<file path="config.mk">
export PLATFORM = sky130hd
export DESIGN_NAME = sup_reset_gen
export DESIGN_NICKNAME = d
export VERILOG_FILES = /design/src/rtl/sup_rst_pkg.sv /design/src/rtl/sup_flag_sync.sv /design/src/rtl/sup_holdoff.sv /design/src/rtl/sup_out_gate.sv /design/src/rtl/sup_reset_gen.sv
export SDC_FILE = /design/constraint.sdc
export NUM_CORES = 1
export LEC_CHECK = 0
export CAP_MARGIN = 20
export CORE_MARGIN = 3
export CORE_UTILIZATION = 45
export CTS_BUF_LIST = sky130_fd_sc_hd__clkbuf_8 sky130_fd_sc_hd__clkbuf_16
export DETAILED_ROUTE_END_ITERATION = 16
export GPL_ROUTABILITY_DRIVEN = 0
export PLACE_DENSITY = 0.74
export SETUP_SLACK_MARGIN = 0.15
export SLEW_MARGIN = 5
export SYNTH_ARGS = -nofsm -noshare
export SYNTH_HDL_FRONTEND = slang
export SYNTH_SLANG_ARGS = --single-unit
</file>
<file path="constraint.sdc">
create_clock -name clk -period 2.25 [get_ports clk]
set_clock_uncertainty 0.15 [all_clocks]
set_input_delay 0.45 -clock clk [delete_from_list [all_inputs] [get_ports clk]]
set_output_delay 0.45 -clock clk [all_outputs]
set_load 0.02 [all_outputs]
</file>
<file path="src/rtl/sup_rst_pkg.sv">
package sup_rst_pkg;
   typedef enum logic {
      HOLD_IDLE = 1'b0,
      HOLD_RUN  = 1'b1
   } hold_state_e;
endpackage

</file>
<file path="src/rtl/sup_flag_sync.sv">
module sup_flag_sync #(
   parameter int STAGES = 2
) (
   input  logic clk,
   input  logic arst_n,
   input  logic d,
   output logic q
);
   generate
      if (STAGES < 0) begin : g_bad
         $error("sup_flag_sync: STAGES must not be negative");
      end
      if (STAGES == 0) begin : g_bypass
         assign q = d;
      end else begin : g_chain
         logic [STAGES-1:0] chain_q;
         always_ff @(posedge clk or negedge arst_n) begin
            if (!arst_n) chain_q <= '0;
            else         chain_q <= {chain_q[STAGES-2+((STAGES==1)?1:0):0], d};
         end
         assign q = chain_q[STAGES-1];
      end
   endgenerate
endmodule

</file>
<file path="src/rtl/sup_holdoff.sv">
module sup_holdoff
   import sup_rst_pkg::*;
#(
   parameter int HOLD_TICKS = 512
) (
   input  logic clk,
   input  logic arst_n,
   input  logic tick_en,
   input  logic fault,
   input  logic wd_req,
   output logic asserted,
   output logic release_stb
);
   localparam int CW = (HOLD_TICKS > 2) ? $clog2(HOLD_TICKS) : 1;
   localparam logic [CW-1:0] LAST = CW'(HOLD_TICKS - 1);

   generate
      if (HOLD_TICKS < 2) begin : g_bad
         $error("sup_holdoff: HOLD_TICKS must be at least 2");
      end
   endgenerate

   hold_state_e   state_q;
   logic [CW-1:0] cnt_q;
   logic          prev_q;

   assign asserted    = fault | (state_q == HOLD_RUN);
   assign release_stb = prev_q & ~asserted;

   always_ff @(posedge clk or negedge arst_n) begin
      if (!arst_n) begin
         state_q <= HOLD_RUN;
         cnt_q   <= '0;
         prev_q  <= 1'b1;
      end else begin
         prev_q <= asserted;
         if (fault) begin
            state_q <= HOLD_RUN;
            cnt_q   <= '0;
         end else if (wd_req && !asserted) begin
            state_q <= HOLD_RUN;
            cnt_q   <= '0;
         end else if (state_q == HOLD_RUN && tick_en) begin
            if (cnt_q == LAST) begin
               state_q <= HOLD_IDLE;
               cnt_q   <= '0;
            end else begin
               cnt_q <= cnt_q + 1'b1;
            end
         end
      end
   end

   a_r2_cnt_bound: assert property (@(posedge clk) disable iff (!arst_n)
      cnt_q <= LAST);
   a_r8_restart: assert property (@(posedge clk) disable iff (!arst_n)
      fault |=> (cnt_q == '0) && asserted);
   a_r9_wd_no_restart: assert property (@(posedge clk) disable iff (!arst_n)
      (asserted && !fault && wd_req && !tick_en) |=> $stable(cnt_q));
   a_r10_single_strobe: assert property (@(posedge clk) disable iff (!arst_n)
      release_stb |=> !release_stb);
   a_r3_wd_starts: assert property (@(posedge clk) disable iff (!arst_n)
      (wd_req && !asserted) |=> asserted);
endmodule

</file>
<file path="src/rtl/sup_out_gate.sv">
module sup_out_gate (
   input  logic lowline_s,
   input  logic onbatt_s,
   input  logic asserted,
   input  logic cen_in,
   output logic cpu_rst_n,
   output logic cpu_rst,
   output logic lowline_n,
   output logic cen_out
);
   logic bad_supply;
   assign bad_supply = lowline_s | onbatt_s;
   assign cpu_rst_n  = ~asserted;
   assign cpu_rst    = asserted;
   assign lowline_n  = ~bad_supply;
   assign cen_out    = cen_in | bad_supply;
endmodule

</file>
<file path="src/rtl/sup_reset_gen.sv">
module sup_reset_gen #(
   parameter int HOLD_TICKS  = 512,
   parameter int SYNC_STAGES = 2
) (
   input  logic clk,
   input  logic arst_n,
   input  logic tick_en,
   input  logic lowline_raw,
   input  logic onbatt_raw,
   input  logic wdog_trip,
   input  logic cen_in,
   output logic cpu_rst_n,
   output logic cpu_rst,
   output logic lowline_n,
   output logic cen_out,
   output logic rst_release
);
   logic lowline_s, onbatt_s, asserted;

   sup_flag_sync #(.STAGES(SYNC_STAGES)) u_sync_ll (
      .clk(clk), .arst_n(arst_n), .d(lowline_raw), .q(lowline_s));
   sup_flag_sync #(.STAGES(SYNC_STAGES)) u_sync_bat (
      .clk(clk), .arst_n(arst_n), .d(onbatt_raw), .q(onbatt_s));

   sup_holdoff #(.HOLD_TICKS(HOLD_TICKS)) u_hold (
      .clk(clk), .arst_n(arst_n), .tick_en(tick_en),
      .fault(lowline_s | onbatt_s), .wd_req(wdog_trip),
      .asserted(asserted), .release_stb(rst_release));

   sup_out_gate u_gate (
      .lowline_s(lowline_s), .onbatt_s(onbatt_s), .asserted(asserted),
      .cen_in(cen_in), .cpu_rst_n(cpu_rst_n), .cpu_rst(cpu_rst),
      .lowline_n(lowline_n), .cen_out(cen_out));

   a_r4_inverse: assert property (@(posedge clk) disable iff (!arst_n)
      cpu_rst == !cpu_rst_n);
   a_r1_flag_holds_reset: assert property (@(posedge clk) disable iff (!arst_n)
      (lowline_s || onbatt_s) |-> !cpu_rst_n);
   a_r6_ce_blocked: assert property (@(posedge clk) disable iff (!arst_n)
      (lowline_s || onbatt_s) |-> cen_out);
   a_r7_battery_outputs: assert property (@(posedge clk) disable iff (!arst_n)
      onbatt_s |-> (!cpu_rst_n && !lowline_n && cen_out));
   a_r10_release_edge: assert property (@(posedge clk) disable iff (!arst_n)
      rst_release |-> cpu_rst_n);
endmodule

</file>
Yosys cells after proc, flatten, opt, wreduce, memory -nomap -nowiden
Cells that the tools add are included.
{ "totals": {"reg_bits": 15, "inputBits": 7, "wordCells": 27} }
{ "classes": {"addsub": 1, "n_eq_ne": 1, "muxes": 8, "bitwise_logic": 6, "reduce_logical": 6} }
{ "op_table": {"columns": ["cell", "n"], "rows": [
  ["$mux 9", 4],
  ["$add 9x1->9 const B", 1],
  ["$eq 9x9->1 const B", 1],
  ["$reduce_bool 3->1", 2],
  ["$mux 1", 4],
  ["$or 1x1->1", 3],
  ["$logic_and 1x1->1", 2],
  ["$not 1->1", 2],
  ["$reduce_and 2->1", 1],
  ["$and 1x1->1", 1],
  ["$logic_not 1->1", 1]
]} }

Logic depth before layout (Yosys ltp)
{ "depth": {"word_depth": 6, "ltp_mapped": 7, "depth_no_buf": 7} }

Cells and area by module
From an unflattened synthesis, not the netlist that was laid out.
{ "hier_totals": {"cells_unflattened": 70, "hier_area_um2": 721.9} }
{ "modules_own_cells": {"columns": ["module", "instances", "cells_each", "area_per_inst_um2"], "rows": [
  ["sup_holdoff", 1, 61, 594.3],
  ["sup_flag_sync", 2, 2, 50.0],
  ["sup_out_gate", 1, 4, 21.3],
  ["sup_reset_gen", 1, 1, 6.3]
]} }

Worst setup path after synthesis
Ideal clock, no wire load.
{ "synth_path": {"path_type": "register to register", "from": "register u_hold.cnt_q[0]", "to": "register u_hold.cnt_q[7]", "setup_ns": 0.085, "t_arrival_ns": 1.858, "slack_ns": 0.157, "stages_incl_launch_ff": 8, "path_buffers": 0, "path_cell_list": "dfrtp_1 ha_1 nand3_1 nor3_1 ha_1 nand3b_4 or4_1 a31oi_1"} }
{ "synth_between": {"elab_chain_cells": 5} }
{ "synth_lines": {"columns": ["element", "line_no", "rtl"], "rows": [
  ["start, declared", "sup_holdoff.sv:24", "logic [CW-1:0] cnt_q;"],
  ["start signal, assigned", "sup_holdoff.sv:48", "cnt_q <= cnt_q + 1'b1;"],
  ["$add 9x1->9 / $eq 9x9->1 (equally long branches)", "sup_holdoff.sv:48, sup_holdoff.sv:44", null],
  ["$mux 9 *", "sup_holdoff.sv:44", "if (cnt_q == LAST) begin"],
  ["$mux 9 *", "sup_holdoff.sv:43", "end else if (state_q == HOLD_RUN && tick_en) begin"],
  ["$mux 9 *", "sup_holdoff.sv:40", "end else if (wd_req && !asserted) begin"],
  ["$mux 9 *", "sup_holdoff.sv:37", "if (fault) begin"]
]} }
Mark *: on every way between the ends. The rest lies on a longest branch, timed or not. The select of a mux whose other input is x is not followed.
A chain may end at the register's enable or synchronous reset.

Worst setup path in the final report
{ "layout_path": {"from": "register u_sync_bat.g_chain.chain_q[1]", "to": "output lowline_n"} }
{ "layout_between": {"elab_chain_cells": 2} }
{ "layout_lines": {"columns": ["element", "line_no", "rtl"], "rows": [
  ["start, declared", "sup_flag_sync.sv:16", "logic [STAGES-1:0] chain_q;"],
  ["start signal, assigned", "sup_flag_sync.sv:19", "else chain_q <= {chain_q[STAGES-2+((STAGES==1)?1:0):0], d};"],
  ["$or 1x1->1", "sup_out_gate.sv:12", "assign bad_supply = lowline_s | onbatt_s;"],
  ["$not 1->1", "sup_out_gate.sv:15", "assign lowline_n = ~bad_supply;"],
  ["end, declared", "sup_reset_gen.sv:14", "output logic lowline_n,"]
]} }
No other way between the ends.

==> out/results.md <==
Status
* completed — status

Clock network
* sky130_fd_sc_hd__clkbuf_8 — clock tree root buffer cell
* 3 — TritonCTS buffer count
* 2 — Longest Clk Path Bufs
* done — CTS tree
* 0.06 ns — Reg clk slew, reported paths
* 0 — # hold bufs at CTS
* 0.25 ns — Clock Latency Late Sink
* 15 — number of sinks on the clock net
* 1 — # H-tree levels

Cells and area
* 0.256 — fraction of final layout cells with drive strength greater than 1
* 105 — number of standard cells in the layout, taps in and fillers out
* 31.5% — area added between synthesis and finish
* 946 µm² — final instance area
* 110 — Fillers
* 100 — final layout net count
* 0 — Antenna diodes

Routing
* 635 — number of vias in the routed layout
* 6.05 — number of vias per cell
* 20 — starting DRC count in detailed routing
* 1.63 mm — Routed WL
* 4 — detailed-routing iteration count for the pre-antenna-repair pass
* 0 — DR DRC count
* 0 — count of antenna-violating nets left after detailed routing
* 15.5 µm — final routed wire length divided by cell count

Synthesis
* 0.525 — sequential cell area fraction in the yosys report
* 719 µm² — Syn Std Cell Area
* 1.00 — Async S/R FF share, synth
* sky130_fd_sc_hd__dfrtp_1 — area leader, netlist
* 0 — number of enable-type register cells in the synthesized netlist
* sky130_fd_sc_hd__dfrtp_1 — Primary FF master, synth
* 71 — Cells after Synth
* 0 — warnings from Yosys
* 10.1 µm² — synthesized area divided by synthesized cell count
* sky130_fd_sc_hd__dfrtp_1 (45%), sky130_fd_sc_hd__dfstp_2 (7.3%), sky130_fd_sc_hd__a21oi_1 (5.6%), sky130_fd_sc_hd__nand3_1 (4.2%), sky130_fd_sc_hd__ha_1 (3.5%) — dominant cells by area after synthesis
* 80 — Mapped Nets
* 0.452 — area share of the largest cell type after synthesis
* 28 — count of cell types in the netlist
* 15 — post-synthesis register bit count
* sky130_fd_sc_hd__dfrtp_1 — count leader, synth
* sky130_fd_sc_hd__dfrtp_1 (13), sky130_fd_sc_hd__a21oi_1 (8), sky130_fd_sc_hd__nand2_1 (6), sky130_fd_sc_hd__nand3_1 (6), sky130_fd_sc_hd__o21ai_0 (4) — most frequent cells after synthesis

Global route
* met2 — most crowded layer after global routing
* 629 — via count of the first global-routing pass
* 16 — maximum number of pins on one net before global-route repair
* 2.73 mm — wire length of the first global-routing pass
* 0.217 — GR met1 Demand/Resource
* 0.188 — total routing usage reported by global routing
* 0.0514 — met3 capacity usage during global routing
* 0 — initial antenna violation count
* 0.305 — met2 Track Usage GR
* 0 — overall overflow remaining after global route

Placement
* -0.0886 ns — pre-CTS worst setup slack
* 1.11 mm — detailed-placement wirelength estimate
* 100 — cell total after placement
* 873 µm² — Placement Cell Area
* 11 — port bufs

Run
* 0 — count of maximum capacitance violations

Floorplan
* 46.0 µm — Die Wd
* 13 — row count
* 0.00140 mm² — total core area
* 12 — IO Pins
* 0.00211 mm² — DIE AREA
* 0.514 — starting utilization of the core area
* 46.0 µm — vertical die dimension

Pwr
* 0.000454 V — peak supply drop
* 567 mW/mm² — ratio of total power to cell area
* 536 µW — total power
* 0.373 nW — reported leakage power

STA
* 0 — Hold Fails Final Rpt
* 0.675 ns — pin slew with the least headroom to its limit
* 0 — fin. max-slew vios
* 0.548 — worst slew margin relative to its limit
* 0 — count of final setup violators
* 2.01 ns — minimum clock period after layout
* 0.893 — Final Cycle Share
* 0.497 GHz — f_max
* 0.240 ns — crit path setup slack, layout
* 0 ns — total negative setup slack
* false — unrepaired setup endpoints after global routing

Setup path
* 3 — Crit Path Max Fanout
* reg -> out — type of the worst setup path
* register — type of origin of the critical path
* 1.41 ns — Crit path arrival time
* primary output — category of the worst setup path capture point
* 1.65 ns — required time worst endpoint

Worst hold path
* reg -> reg — worst hold path type

[routing by layer]
metal,routed length [µm],part of all wire,up-vias
met5,0,0,-
met4,46,0.028,0
met3,45,0.028,6
met2,827,0.51,14
met1,707,0.43,315
li1,-,-,300
[registers in the layout, indices dropped and copies added (netlist names)]
signal,count
u_hold.prev_q,1
u_hold.state_q,1
u_sync_bat.g_chain.chain_q,2
u_hold.cnt_q,9
u_sync_ll.g_chain.chain_q,2
[worst max-delay path, stage by stage, from the launching register on]
cell and delay (ns):
sky130_fd_sc_hd__dfrtp_1 0.40, sky130_fd_sc_hd__nor2_1 0.14, sky130_fd_sc_hd__clkdlybuf4s50_1 0.62
[cell families (layout without fill, tap and decap cells)]
kind of cell	after synthesis	count (layout)	share of synthesized area
adders and majority gates	2	2	0.0348
buffers and inverters	5	24	0.0330
and+or+nand+nor	30	30	0.257
AOI/OAI and AO/OA	19	19	0.150
DFF	15	15	0.525
[report_power, final]
part | switching [mW] | internal, mW | leakage (nW)
clock | 0.0953 | 0.123 | 0.0255
sequential | 0.00270 | 0.275 | 0.193
combinational | 0.0216 | 0.0190 | 0.155
total | 0.120 | 0.416 | 0.373
[what timing repair did]
item	in CTS	in global routing
hold endpoints to repair	0	0
gates resized for setup	7	6
buffers inserted	1	0
gates cloned	0	0
endpoints found under the setup margin	7	5
pin swaps	0	2
[area by class of cell]
| class | instances | area, µm² | share of cell area |
|---|---|---|---|
| clock buffer | 3 | 41.3 | 0.0437 |
| clock inverter | 1 | 5.00 | 0.00529 |
| inverter | 3 | 11.3 | 0.0119 |
| multi-input combinational | 51 | 345 | 0.365 |
| sequential | 15 | 378 | 0.399 |
| tap | 15 | 18.8 | 0.0198 |
| timing repair buffer | 17 | 146 | 0.155 |
[metrics by stage]
| step | hold slack [ns] | util |
|---|---|---|
| 6_report | 0.200 | 0.676 |
| 5_1_grt | 0.222 | 0.676 |
| 4_1_cts | 0.202 | 0.667 |
| 3_5_place_dp | 0.187 | 0.624 |
| 3_3_place_gp | 0.182 | 0.624 |
| 2_1_floorplan | 0.00441 | - |
[path summary, 6_finish.rpt]
check	startpoint	to	slack [ns]	depth (start not counted)
worst min-delay path	u_sync_ll.g_chain.chain_q[0]$_DFF_PN0_	u_sync_ll.g_chain.chain_q[1]$_DFF_PN0_	0.20	0
max in group asynchronous	arst_n	u_hold.cnt_q[3]$_DFFE_PN0P_	1.06	1
worst min register to register	u_sync_ll.g_chain.chain_q[0]$_DFF_PN0_	u_sync_ll.g_chain.chain_q[1]$_DFF_PN0_	0.20	0
worst max register to register	u_hold.cnt_q[0]$_DFFE_PN0P_	u_hold.cnt_q[5]$_DFFE_PN0P_	0.25	7
min in group asynchronous	arst_n	u_hold.cnt_q[6]$_DFFE_PN0P_	0.46	1
worst max-delay path	u_sync_bat.g_chain.chain_q[1]$_DFF_PN0_	lowline_n	0.24	2
[placed cells by master, fill, tap and decap left out]
| cell type | n |
|---|---|
| sky130_fd_sc_hd__dfrtp_1 | 13 |
| sky130_fd_sc_hd__a21oi_1 | 7 |
| sky130_fd_sc_hd__clkdlybuf4s50_1 | 7 |
| sky130_fd_sc_hd__nand2_1 | 6 |
| sky130_fd_sc_hd__buf_4 | 6 |
| sky130_fd_sc_hd__nand3_1 | 5 |
| sky130_fd_sc_hd__o21ai_0 | 4 |
| sky130_fd_sc_hd__inv_1 | 3 |
| sky130_fd_sc_hd__nor2_1 | 3 |
| sky130_fd_sc_hd__a31oi_1 | 3 |
| sky130_fd_sc_hd__clkbuf_8 | 3 |
| sky130_fd_sc_hd__dlygate4sd2_1 | 3 |
| sky130_fd_sc_hd__nor3_2 | 2 |
| sky130_fd_sc_hd__or3_1 | 2 |
| sky130_fd_sc_hd__or4_1 | 2 |
| sky130_fd_sc_hd__ha_2 | 2 |
| sky130_fd_sc_hd__dfstp_2 | 2 |
| sky130_fd_sc_hd__nand3_2 | 1 |
| sky130_fd_sc_hd__and2_1 | 1 |
| sky130_fd_sc_hd__nand3b_4 | 1 |
| sky130_fd_sc_hd__o21ai_1 | 1 |
| sky130_fd_sc_hd__or3b_2 | 1 |
| sky130_fd_sc_hd__nand4b_1 | 1 |
| sky130_fd_sc_hd__nor4bb_1 | 1 |
| sky130_fd_sc_hd__a21o_1 | 1 |
| sky130_fd_sc_hd__nand4_1 | 1 |
| sky130_fd_sc_hd__nor2b_1 | 1 |
| sky130_fd_sc_hd__o311ai_0 | 1 |
| sky130_fd_sc_hd__or4b_4 | 1 |
| sky130_fd_sc_hd__o211ai_1 | 1 |
| sky130_fd_sc_hd__a21oi_2 | 1 |
| sky130_fd_sc_hd__or3_2 | 1 |
| sky130_fd_sc_hd__clkinv_2 | 1 |
| sky130_fd_sc_hd__clkbuf_2 | 1 |
Note: power is estimated with default switching activity, not from simulation.
